[src/rtl/eth_ctl_pkg.sv]
package eth_ctl_pkg;

  // Word indices inside the register window; software depends on these.
  localparam int unsigned W_RX_START  = 4;
  localparam int unsigned W_TX_START  = 5;
  localparam int unsigned W_BUF_SIZE  = 6;
  localparam int unsigned W_CTRL      = 16;
  localparam int unsigned W_EVENT     = 17;
  localparam int unsigned W_MASK      = 18;
  localparam int unsigned W_VECTOR    = 19;
  localparam int unsigned W_TX_KICK   = 21;
  localparam int unsigned W_MGMT_DATA = 32;

  typedef struct packed {
    logic rx_start;
    logic tx_start;
    logic buf_size;
    logic ctrl;
    logic evt;
    logic mask;
    logic vector;
    logic mgmt;
  } wr_strb_t;

  typedef enum logic [3:0] {
    RD_NONE,
    RD_RXS,
    RD_TXS,
    RD_BSZ,
    RD_CTL,
    RD_EVT,
    RD_MSK,
    RD_VEC,
    RD_MGT
  } rd_sel_t;

endpackage

[src/rtl/eth_ctl_decode.sv]
module eth_ctl_decode
  import eth_ctl_pkg::*;
#(
  parameter int unsigned ADDR_W = 6
) (
  input  logic              sel,
  input  logic              we,
  input  logic [ADDR_W-1:0] addr,
  output wr_strb_t          wr,
  output rd_sel_t           rd,
  output logic              kick_hit,
  output logic              mgmt_hit
);

  wr_strb_t hit;

  always_comb begin
    hit = '0;
    rd  = RD_NONE;
    case (addr)
      ADDR_W'(W_RX_START):  begin hit.rx_start = 1'b1; rd = RD_RXS; end
      ADDR_W'(W_TX_START):  begin hit.tx_start = 1'b1; rd = RD_TXS; end
      ADDR_W'(W_BUF_SIZE):  begin hit.buf_size = 1'b1; rd = RD_BSZ; end
      ADDR_W'(W_CTRL):      begin hit.ctrl     = 1'b1; rd = RD_CTL; end
      ADDR_W'(W_EVENT):     begin hit.evt      = 1'b1; rd = RD_EVT; end
      ADDR_W'(W_MASK):      begin hit.mask     = 1'b1; rd = RD_MSK; end
      ADDR_W'(W_VECTOR):    begin hit.vector   = 1'b1; rd = RD_VEC; end
      ADDR_W'(W_MGMT_DATA): begin hit.mgmt     = 1'b1; rd = RD_MGT; end
      default:              begin hit = '0;            rd = RD_NONE; end
    endcase
    if (!(sel && !we)) begin
      rd = RD_NONE;
    end
  end

  assign wr       = (sel && we) ? hit : '0;
  assign kick_hit = sel && (addr == ADDR_W'(W_TX_KICK));
  assign mgmt_hit = sel && we && (addr == ADDR_W'(W_MGMT_DATA));

endmodule

[src/rtl/eth_ctl_ring.sv]
module eth_ctl_ring #(
  parameter int unsigned DW         = 32,
  parameter int unsigned RING_ALIGN = 2
) (
  input  logic          clk,
  input  logic          rst_q,
  input  logic          wr_rx_start,
  input  logic          wr_tx_start,
  input  logic          rewind,
  input  logic [DW-1:0] wdata,
  output logic [DW-1:0] rx_start,
  output logic [DW-1:0] tx_start,
  output logic [DW-1:0] rx_cur,
  output logic [DW-1:0] tx_cur
);

  localparam logic [DW-1:0] ALIGN_MASK = {DW{1'b1}} << RING_ALIGN;

  logic [DW-1:0] rx_start_d, tx_start_d, rx_cur_d, tx_cur_d;

  always_comb begin
    rx_start_d = rx_start;
    tx_start_d = tx_start;
    rx_cur_d   = rx_cur;
    tx_cur_d   = tx_cur;
    if (wr_rx_start) rx_start_d = wdata & ALIGN_MASK;
    if (wr_tx_start) tx_start_d = wdata & ALIGN_MASK;
    if (rewind) begin
      rx_cur_d = rx_start;
      tx_cur_d = tx_start;
    end
  end

  always_ff @(posedge clk or negedge rst_q) begin
    if (!rst_q) begin
      rx_start <= '0;
      tx_start <= '0;
      rx_cur   <= '0;
      tx_cur   <= '0;
    end else begin
      rx_start <= rx_start_d;
      tx_start <= tx_start_d;
      rx_cur   <= rx_cur_d;
      tx_cur   <= tx_cur_d;
    end
  end

  // a start write lands with its low alignment bits cleared
  p_align_r1: assert property (@(posedge clk) disable iff (!rst_q)
    wr_rx_start |=> (rx_start == ($past(wdata) & ALIGN_MASK)));

  // rewind copies the start values seen in the write cycle
  p_rewind_r4: assert property (@(posedge clk) disable iff (!rst_q)
    rewind |=> (rx_cur == $past(rx_start)) && (tx_cur == $past(tx_start)));

  // without rewind the current pointers hold
  p_hold_r4: assert property (@(posedge clk) disable iff (!rst_q)
    !rewind |=> $stable(rx_cur) && $stable(tx_cur));

endmodule

[src/rtl/eth_ctl_irq.sv]
module eth_ctl_irq #(
  parameter int unsigned DW = 32
) (
  input  logic          clk,
  input  logic          rst_q,
  input  logic          wr_evt,
  input  logic          wr_msk,
  input  logic [DW-1:0] wdata,
  input  logic [DW-1:0] set_vec,
  output logic [DW-1:0] evt_q,
  output logic [DW-1:0] msk_q,
  output logic          irq
);

  logic [DW-1:0] clr_vec, evt_d, msk_d;
  logic          irq_d;

  always_comb begin
    clr_vec = wr_evt ? wdata : '0;
    evt_d   = (evt_q & ~clr_vec) | set_vec;
    msk_d   = wr_msk ? wdata : msk_q;
    irq_d   = |(evt_q & msk_q);
  end

  always_ff @(posedge clk or negedge rst_q) begin
    if (!rst_q) begin
      evt_q <= '0;
      msk_q <= '0;
      irq   <= 1'b0;
    end else begin
      evt_q <= evt_d;
      msk_q <= msk_d;
      irq   <= irq_d;
    end
  end

  // a strobed bit is pending on the next cycle even under a clear
  p_set_wins_r6: assert property (@(posedge clk) disable iff (!rst_q)
    (|set_vec) |=> ((evt_q & $past(set_vec)) == $past(set_vec)));

  // bits written as one and not re-set are gone on the next cycle
  p_w1c_r5: assert property (@(posedge clk) disable iff (!rst_q)
    wr_evt |=> ((evt_q & $past(wdata & ~set_vec)) == '0));

  // without a write, event bits can only gain
  p_sticky_r5: assert property (@(posedge clk) disable iff (!rst_q)
    !wr_evt |=> ((evt_q & $past(evt_q)) == $past(evt_q)));

  // the interrupt can only drop two cycles after a clear or mask write
  p_irq_fall_r8: assert property (@(posedge clk) disable iff (!rst_q)
    $fell(irq) |-> $past(wr_evt || wr_msk, 2));

  // the interrupt can only rise two cycles after a set or mask write
  p_irq_rise_r8: assert property (@(posedge clk) disable iff (!rst_q)
    $rose(irq) |-> $past((|set_vec) || wr_msk, 2));

endmodule

[src/rtl/eth_ctl_regs.sv]
module eth_ctl_regs
  import eth_ctl_pkg::*;
#(
  parameter int unsigned ADDR_W      = 6,
  parameter int unsigned DW          = 32,
  parameter int unsigned RING_ALIGN  = 2,
  parameter int unsigned BSZ_LO      = 4,
  parameter int unsigned BSZ_HI      = 10,
  parameter int unsigned CTL_RST_BIT = 0,
  parameter int unsigned CTL_EN_BIT  = 1,
  parameter int unsigned MII_EVT_BIT = 23
) (
  input  logic              clk,
  input  logic              rst_n,
  input  logic              bus_sel,
  input  logic              bus_we,
  input  logic [ADDR_W-1:0] bus_addr,
  input  logic [DW-1:0]     bus_wdata,
  output logic [DW-1:0]     bus_rdata,
  input  logic [DW-1:0]     evt_set,
  input  logic              mgmt_done,
  output logic              irq,
  output logic              tx_kick,
  output logic              mgmt_start,
  output logic [DW-1:0]     mgmt_data,
  output logic [DW-1:0]     rx_cur,
  output logic [DW-1:0]     tx_cur,
  output logic              eth_en
);

  localparam logic [DW-1:0] BSZ_MASK =
    ({DW{1'b1}} << BSZ_LO) & ~({DW{1'b1}} << (BSZ_HI + 1));
  localparam logic [DW-1:0] MII_SET = DW'(1) << MII_EVT_BIT;

  // Reset: asserted asynchronously, released on a clock edge
  logic [1:0] rst_pipe;
  logic       rst_q;

  always_ff @(posedge clk or negedge rst_n) begin
    if (!rst_n) rst_pipe <= 2'b00;
    else        rst_pipe <= {rst_pipe[0], 1'b1};
  end
  assign rst_q = rst_pipe[1];

  // Decode
  wr_strb_t wr;
  rd_sel_t  rd;
  logic     kick_hit, mgmt_hit;

  eth_ctl_decode #(.ADDR_W(ADDR_W)) u_decode (
    .sel      (bus_sel),
    .we       (bus_we),
    .addr     (bus_addr),
    .wr       (wr),
    .rd       (rd),
    .kick_hit (kick_hit),
    .mgmt_hit (mgmt_hit)
  );

  // Control word and plain registers
  logic [DW-1:0] ctl_q, ctl_d;
  logic [DW-1:0] bsz_q, bsz_d;
  logic [DW-1:0] vec_q, vec_d;
  logic [DW-1:0] mgt_q, mgt_d;
  logic          kick_d, mgo_d;
  logic          rewind;

  always_comb begin
    ctl_d  = ctl_q;
    rewind = 1'b0;
    if (wr.ctrl) begin
      if (bus_wdata[CTL_RST_BIT]) begin
        ctl_d = '0;
      end else begin
        rewind = !bus_wdata[CTL_EN_BIT];
        ctl_d  = bus_wdata;
      end
    end
    bsz_d  = wr.buf_size ? (bus_wdata & BSZ_MASK) : bsz_q;
    vec_d  = wr.vector   ? bus_wdata : vec_q;
    mgt_d  = wr.mgmt     ? bus_wdata : mgt_q;
    kick_d = kick_hit;
    mgo_d  = mgmt_hit;
  end

  always_ff @(posedge clk or negedge rst_q) begin
    if (!rst_q) begin
      ctl_q      <= '0;
      bsz_q      <= '0;
      vec_q      <= '0;
      mgt_q      <= '0;
      tx_kick    <= 1'b0;
      mgmt_start <= 1'b0;
    end else begin
      ctl_q      <= ctl_d;
      bsz_q      <= bsz_d;
      vec_q      <= vec_d;
      mgt_q      <= mgt_d;
      tx_kick    <= kick_d;
      mgmt_start <= mgo_d;
    end
  end

  // Ring pointers
  logic [DW-1:0] rx_start, tx_start;

  eth_ctl_ring #(.DW(DW), .RING_ALIGN(RING_ALIGN)) u_ring (
    .clk         (clk),
    .rst_q       (rst_q),
    .wr_rx_start (wr.rx_start),
    .wr_tx_start (wr.tx_start),
    .rewind      (rewind),
    .wdata       (bus_wdata),
    .rx_start    (rx_start),
    .tx_start    (tx_start),
    .rx_cur      (rx_cur),
    .tx_cur      (tx_cur)
  );

  // Events and interrupt
  logic [DW-1:0] evt_q, msk_q, set_vec;

  assign set_vec = evt_set | (mgmt_done ? MII_SET : '0);

  eth_ctl_irq #(.DW(DW)) u_irq (
    .clk     (clk),
    .rst_q   (rst_q),
    .wr_evt  (wr.evt),
    .wr_msk  (wr.mask),
    .wdata   (bus_wdata),
    .set_vec (set_vec),
    .evt_q   (evt_q),
    .msk_q   (msk_q),
    .irq     (irq)
  );

  // Read mux
  always_comb begin
    case (rd)
      RD_RXS:  bus_rdata = rx_start;
      RD_TXS:  bus_rdata = tx_start;
      RD_BSZ:  bus_rdata = bsz_q;
      RD_CTL:  bus_rdata = ctl_q;
      RD_EVT:  bus_rdata = evt_q;
      RD_MSK:  bus_rdata = msk_q;
      RD_VEC:  bus_rdata = vec_q;
      RD_MGT:  bus_rdata = mgt_q;
      default: bus_rdata = '0;
    endcase
  end

  assign mgmt_data = mgt_q;
  assign eth_en    = ctl_q[CTL_EN_BIT];

  // at most one register is written per cycle
  p_one_write_r11: assert property (@(posedge clk) disable iff (!rst_q)
    $onehot0(wr));

  // nothing reads back outside a read access
  p_idle_rdata_r11: assert property (@(posedge clk) disable iff (!rst_q)
    !(bus_sel && !bus_we) |-> (bus_rdata == '0));

  // a soft-reset control write leaves zero
  p_ctl_clear_r3: assert property (@(posedge clk) disable iff (!rst_q)
    (wr.ctrl && bus_wdata[CTL_RST_BIT]) |=> (ctl_q == '0));

  // buffer size keeps only its field
  p_bsz_field_r2: assert property (@(posedge clk) disable iff (!rst_q)
    wr.buf_size |=> (bsz_q == ($past(bus_wdata) & BSZ_MASK)));

  // every kick pulse traces back to an access of the kick index
  p_kick_src_r9: assert property (@(posedge clk) disable iff (!rst_q)
    tx_kick |-> $past(bus_sel && (bus_addr == ADDR_W'(W_TX_KICK))));

  // every access of the kick index yields a pulse
  p_kick_go_r9: assert property (@(posedge clk) disable iff (!rst_q)
    (bus_sel && (bus_addr == ADDR_W'(W_TX_KICK))) |=> tx_kick);

  // a start pulse follows a management write and carries its data
  p_mgmt_src_r10: assert property (@(posedge clk) disable iff (!rst_q)
    mgmt_start |-> $past(bus_sel && bus_we && (bus_addr == ADDR_W'(W_MGMT_DATA)))
                   && (mgmt_data == $past(bus_wdata)));

endmodule

[config.mk]
export PLATFORM = sky130hd
export DESIGN_NAME = eth_ctl_regs
export DESIGN_NICKNAME = d
export VERILOG_FILES = /design/src/rtl/eth_ctl_pkg.sv /design/src/rtl/eth_ctl_decode.sv /design/src/rtl/eth_ctl_ring.sv /design/src/rtl/eth_ctl_irq.sv /design/src/rtl/eth_ctl_regs.sv
export SDC_FILE = /design/constraint.sdc
export NUM_CORES = 1
export LEC_CHECK = 0
export BUFFER_PORTS_ARGS = -buffer_cell sky130_fd_sc_hd__buf_2
export CAP_MARGIN = 20
export CORE_ASPECT_RATIO = 1.75
export CORE_MARGIN = 2
export CORE_UTILIZATION = 59
export CTS_BUF_LIST = sky130_fd_sc_hd__clkbuf_2
export DETAILED_ROUTE_END_ITERATION = 16
export GPL_TIMING_DRIVEN = 0
export PLACE_DENSITY = 0.81
export SKIP_CTS_REPAIR_TIMING = 1
export SYNTH_ARGS = -nofsm -noshare
export SYNTH_HDL_FRONTEND = slang
export SYNTH_HIERARCHICAL = 1
export SYNTH_SLANG_ARGS = --single-unit
[constraint.sdc]
create_clock -name clk -period 12.2 [get_ports clk]
set_clock_uncertainty 0.05 [all_clocks]
set_input_delay 2.44 -clock clk [delete_from_list [all_inputs] [get_ports clk]]
set_output_delay 2.44 -clock clk [all_outputs]
set_load 0.01 [all_outputs]
Word level (Yosys, flattened, before mapping)
Index checks and enable logic that the tools add are counted.

$lt $le $gt $ge: 0. Multiply operators: 0. Shift operators: 0. Bitwise logic cells: 5. Add/sub/neg operators: 0. Reduce and logical (&&, ||, !) cells: 7. Mux-type cells: 17. Equal/unequal tests: 17. Divide/modulo/power cells: 0.

Operator list (number): 32-bit one-hot mux with 8 select lines (1); 32-bit AND (2); 32-bit two-way mux (2); 32-bit NOT (1); 32-bit by 24-bit OR with 32-bit output (1); 32-bit OR (1); 4-bit one-hot mux with 8 select lines (1); 32-bit OR reduction (1); 6-bit by 5-bit equality test with 1-bit output (second input constant) (5); 24-bit two-way mux (1); 6-bit by 3-bit equality test with 1-bit output (second input constant) (3); 4-bit by 3-bit equality test with 1-bit output (second input constant) (4); 1-bit two-way mux (10); 4-bit by 2-bit equality test with 1-bit output (second input constant) (2); 8-bit two-way mux (1); 6-bit equality test (second input constant) (1); 4-bit by 1-bit equality test with 1-bit output (second input constant) (1); 4-bit equality test (second input constant) (1); 1-bit logical AND (4); 4-bit two-way mux (1); 1-bit logical NOT (2).

ROM bits: 0. Latch bits: 0. Register bits after elaboration: 292. Memories kept: 0. Output and inout bits: 132. Bits in writable memories: 0. Logic and storage cells: 60.

Logic depth before layout (Yosys ltp)
Word-level depth: 7. Mapped depth: 8.

Cells and area by module
Netlist, hierarchy kept.

Modules (own cells, without submodules): eth_ctl_regs (cells an instance 573, seq. area each 2652.5 µm², area each 6132.1 µm², times used 1); eth_ctl_ring (cells an instance 262, seq. area each 3002.9 µm², area each 4819.6 µm², times used 1); eth_ctl_irq (cells an instance 189, seq. area each 1626.6 µm², area each 2539.9 µm², times used 1); eth_ctl_decode (cells an instance 31, seq. area each 0.0 µm², area each 171.4 µm², times used 1).

Worst setup path after synthesis
Ideal clock, no wire load.

Path type: input port to output port. From: in bus_sel. To: out bus_rdata[12]. Data required time: 9710 ps. Data arrival time: 4135 ps. Stages: 7. Path buffers: 2. Path slack: 5575 ps. Cell sequence: or2b_1 > nor4_2 > buf_2 > buf_2 > mux2_1 > a22oi_1 > o211ai_1.

Cells in the longest elaborated chain, start to end: 4. Elaborated cells between the ends (all ways): 11. Those cells by class: eq/ne (8); mux (2); reduce/logical (1).

Ends and longest elaborated chain: start: declaration (line eth_ctl_regs.sv:15) `input logic bus_sel,`; 1-bit logical AND * (line eth_ctl_decode.sv:31) `if (!(sel && !we)) begin`; 4-bit two-way mux * (line eth_ctl_decode.sv:31); net rd[1] (line eth_ctl_regs.sv:47) `rd_sel_t rd;`; 4-bit equality test (tied with other cells) (line eth_ctl_regs.sv:139) `case (rd)`; 32-bit one-hot mux with 8 select lines * (line eth_ctl_regs.sv:139); end: declaration (line eth_ctl_regs.sv:19) `output logic [DW-1:0] bus_rdata,`.

Mark *: on every way through the listed nets, which the timed path passes. The rest lies on a longest branch.

Worst setup path in the final report
From: in bus_sel. To: out bus_rdata[29].

The elaborated chain is that of the path after synthesis.

==> impl_metrics.csv <==
group,metric,value,unit
placement,hpwlAfterDp,28.9,mm
layout,flow.area_growth_from_synthesis,15.8,%
layout,drive_gt1_share,44.2,%
layout,fin_util,69.6,%
layout,fin_cells,1688,
global_routing,antenna_found_initial,1,
logic_synthesis,synth_cells,1055,
pwr,p_total,1.90,mW
clock_tree,worst_skew_pair.late_latency,0.90,ns
routing,avgRoutedWirePerCell,24.2,um
global_routing,grt_max_degree,66,
placement,portBuffers,202,
setup_path,r2r-start,"rst_pipe[1]$_DFF_PN0_",
sta,setup_slack,4.40,ns
sta,fin_crit,7.80,ns
setup_path,worst-path-buf-inv,3,
pwr,p_int,1.37,mW
sta,max-slew-margin-rel,20.9,%
placement,dp_cells,1568,
clock_tree,h-tree-depth,3,
global_routing,gr-total-overflow,0,
sta,hold-worst-slack,0.255,ns
pwr,ir_drop,0.0000844,V
floorplan,die_h,205,um
floorplan,ios,207,
logic_synthesis,syn-cell-area,13700,um2
logic_synthesis,yosysTopAreaCell,"dfrtp_1",
logic_synthesis,ys_async_sr_fraction,100,%
setup_path,path_delay_family,"simple AND/OR/NAND/NOR gates",
logic_synthesis,ys_seq_area_share,53.3,%
global_routing,grt_use_total,33.4,%
clock_tree,clockBufferDepth,3,
run,drv_cap,0,
floorplan,row_count,73,
global_routing,grt_pass1_wl,61.2,mm
routing,totalWireLength,40.9,mm
sta,setup_viol,0,
logic_synthesis,yosysWarnings,6,
clock_tree,path_clk_slew,0.13,ns
floorplan,dieArea,24400,um2
setup_path,max_stage_delay,1.00,ns
logic_synthesis,synth_edf_count,0,
pwr,p_sw,0.532,mW
logic_synthesis,synth.avg_cell_area,13.0,um2
setup_path,arrival,5.31,ns
routing,drtAntennaViolNets,0,
layout,fin_area,15800,um2
routing,vias,10378,
logic_synthesis,synth_ff_type,"dfrtp_1",
routing,drc,0,
clock_tree,clock-sinks,291,
routing,vias_per_cell,6.15,
pwr,pwr_density_cell,120,nW/um2
sta,tightest_slew,1.18,ns
placement,place_ws,4.50,ns
logic_synthesis,ys_types,48,
logic_synthesis,synth_seq_cells,291,
logic_synthesis,yosysTopAreaCellShare,53.3,%
setup_path,crit_start,"bus_sel",
sta,slew_violations,0,
pwr,p_leak,7.76,nW
setup_path,critPathKind,"primary input to output port",
sta,finalHoldViolCount,0,
setup_path,worstSetupEndpointType,"output port",
clock_tree,cts_tree,"done",
setup_path,required,9.71,ns
pwr,switching_share,28.0,%
clock_tree,clock-root-buffer,"clkbuf_2",
status,status,"finished clean",
routing,dr.pass1.iters,6,
setup_path,startpoint_type,"primary input",
floorplan,die_width,119,um
worst_hold_path,hold_path.class,"flip-flop to asynchronous set/reset pin",
logic_synthesis,yosys-top-cells-area,"dfrtp_1 53%, mux2_2 15%, mux2_4 6.6%",
floorplan,core,22700,um2
setup_path,cp_max_fo,10,
sta,max_freq,128,MHz
global_routing,grt_pass1_vias,10818,
sta,min_period_over_period,63.9,%
placement,globalplace.congestion,0.942,
placement,placed_cell_area,15200,um2
floorplan,initial_core_util,60.1,%
routing,drtIter0Drc,889,
pwr,p_seq_share,56.5,%
sta,rsz0062_at_grt,"no",
setup_path,path_common_cell,"buf_2",
sta,tns,0,ns
layout,nets,1413,
pwr,power.share.clock,34.7,%
setup_path,slowest_stage,"nor3b_1",
clock_tree,cts_made_buffers,68,
pwr,power_frac_comb,8.8,%
setup_path,path_cells,"buf_2 -> or2b_1 -> nor4_2 -> nor3b_1 -> buf_2 -> a22oi_1 -> o211ai_1 -> buf_2",
synth_stat cells (all sizes together), types with 8 or more instances:
master,count
mux2i,8
clkbuf,26
nor2,16
o211ai,21
or4,8
a22oi,60
buf,56
mux2,271
dfrtp,291
nand3b,75
nand2,57
o21ai,33
a21o,32
inv,32
a21oi,22
flip-flops by register name, summed over array words and instances (netlist names):
signal           flops
u_ring/tx_cur       30
rst_pipe             2
u_ring/rx_cur       30
vec_q               32
ctl_q               31
bsz_q                7
u_irq/evt_q         32
u_ring/tx_start     30
tx_kick              1
mgmt_data           32
mgmt_start           1
u_irq/msk_q         32
u_ring/rx_start     30
u_irq/irq            1
layout by cell type, fill, tap and decap left out, drive strengths merged, types with 9 or more instances in the layout:
master | synthesis | final
clkbuf | 26 | 130
o211ai | 21 | 21
clkinv | 0 | 11
a21oi | 22 | 22
a22oi | 60 | 60
dfrtp | 291 | 291
nor2 | 16 | 16
inv | 32 | 34
nand3b | 75 | 75
buf | 56 | 262
mux2 | 271 | 271
nand2 | 57 | 57
conb | 2 | 9
o21ai | 33 | 33
a21o | 32 | 32
cell families (layout without fill, tap and decap cells):
| logic type | Yosys count | count (layout) | synth area share (%) |
|---|---|---|---|
| mux | 279 | 279 | 24.6 |
| flops | 291 | 291 | 53.3 |
| buf+inv | 114 | 439 | 4.79 |
| other cells | 2 | 10 | 0.0550 |
| xor+xnor | 1 | 1 | 0.0641 |
| compound gates | 177 | 177 | 8.82 |
| simple gates | 191 | 191 | 8.41 |
final timing paths:
check                                                  to  slack (ns)  depth (start not counted)
max reg2reg                u_ring/rx_start[2]$_DFFE_PN0P_       10.40                          3
max in group asynchronous  u_ring/rx_start[2]$_DFFE_PN0P_       10.40                          3
max                                         bus_rdata[29]        4.40                          8
min                         u_ring/rx_cur[13]$_DFFE_PN0P_        0.25                          0
min in group clk                    rst_pipe[1]$_DFF_PN0_        0.30                          0
min reg2reg                 u_ring/rx_cur[13]$_DFFE_PN0P_        0.25                          0
layout make-up:
class | instances | area (um2)
flip-flops and latches | 291 | 7290
fillers | 1636 | 6920
multi-input cells | 657 | 5750
repair buffers | 206 | 1120
plain buffers | 82 | 534
clock buffers | 104 | 520
well taps | 300 | 375
inverters | 32 | 120
clock inverters | 15 | 109
diodes | 1 | 2.50
power by group through the flow:
stage / combinational, mW / clock, mW / sequential, mW
3_3_place_gp: 0.141 / 0 / 1.10
6_report: 0.168 / 0.660 / 1.07
4_1_cts: 0.167 / 0.668 / 1.07
3_5_place_dp: 0.166 / 0 / 1.09
5_1_grt: 0.182 / 0.714 / 1.08
2_1_floorplan: 0.0842 / 0 / 1.09
routing by layer:
layer  track usage (%)  vias to the layer above  part of all wire, %
met5                 0                        -                    0
met2              56.9                      576                   51
met1              38.4                     5225                   36
met4              21.8                        0                  6.0
li1                  -                     4406                    -
met3              6.32                      171                  7.1
No activity file was read; power rests on OpenSTA's default activity.
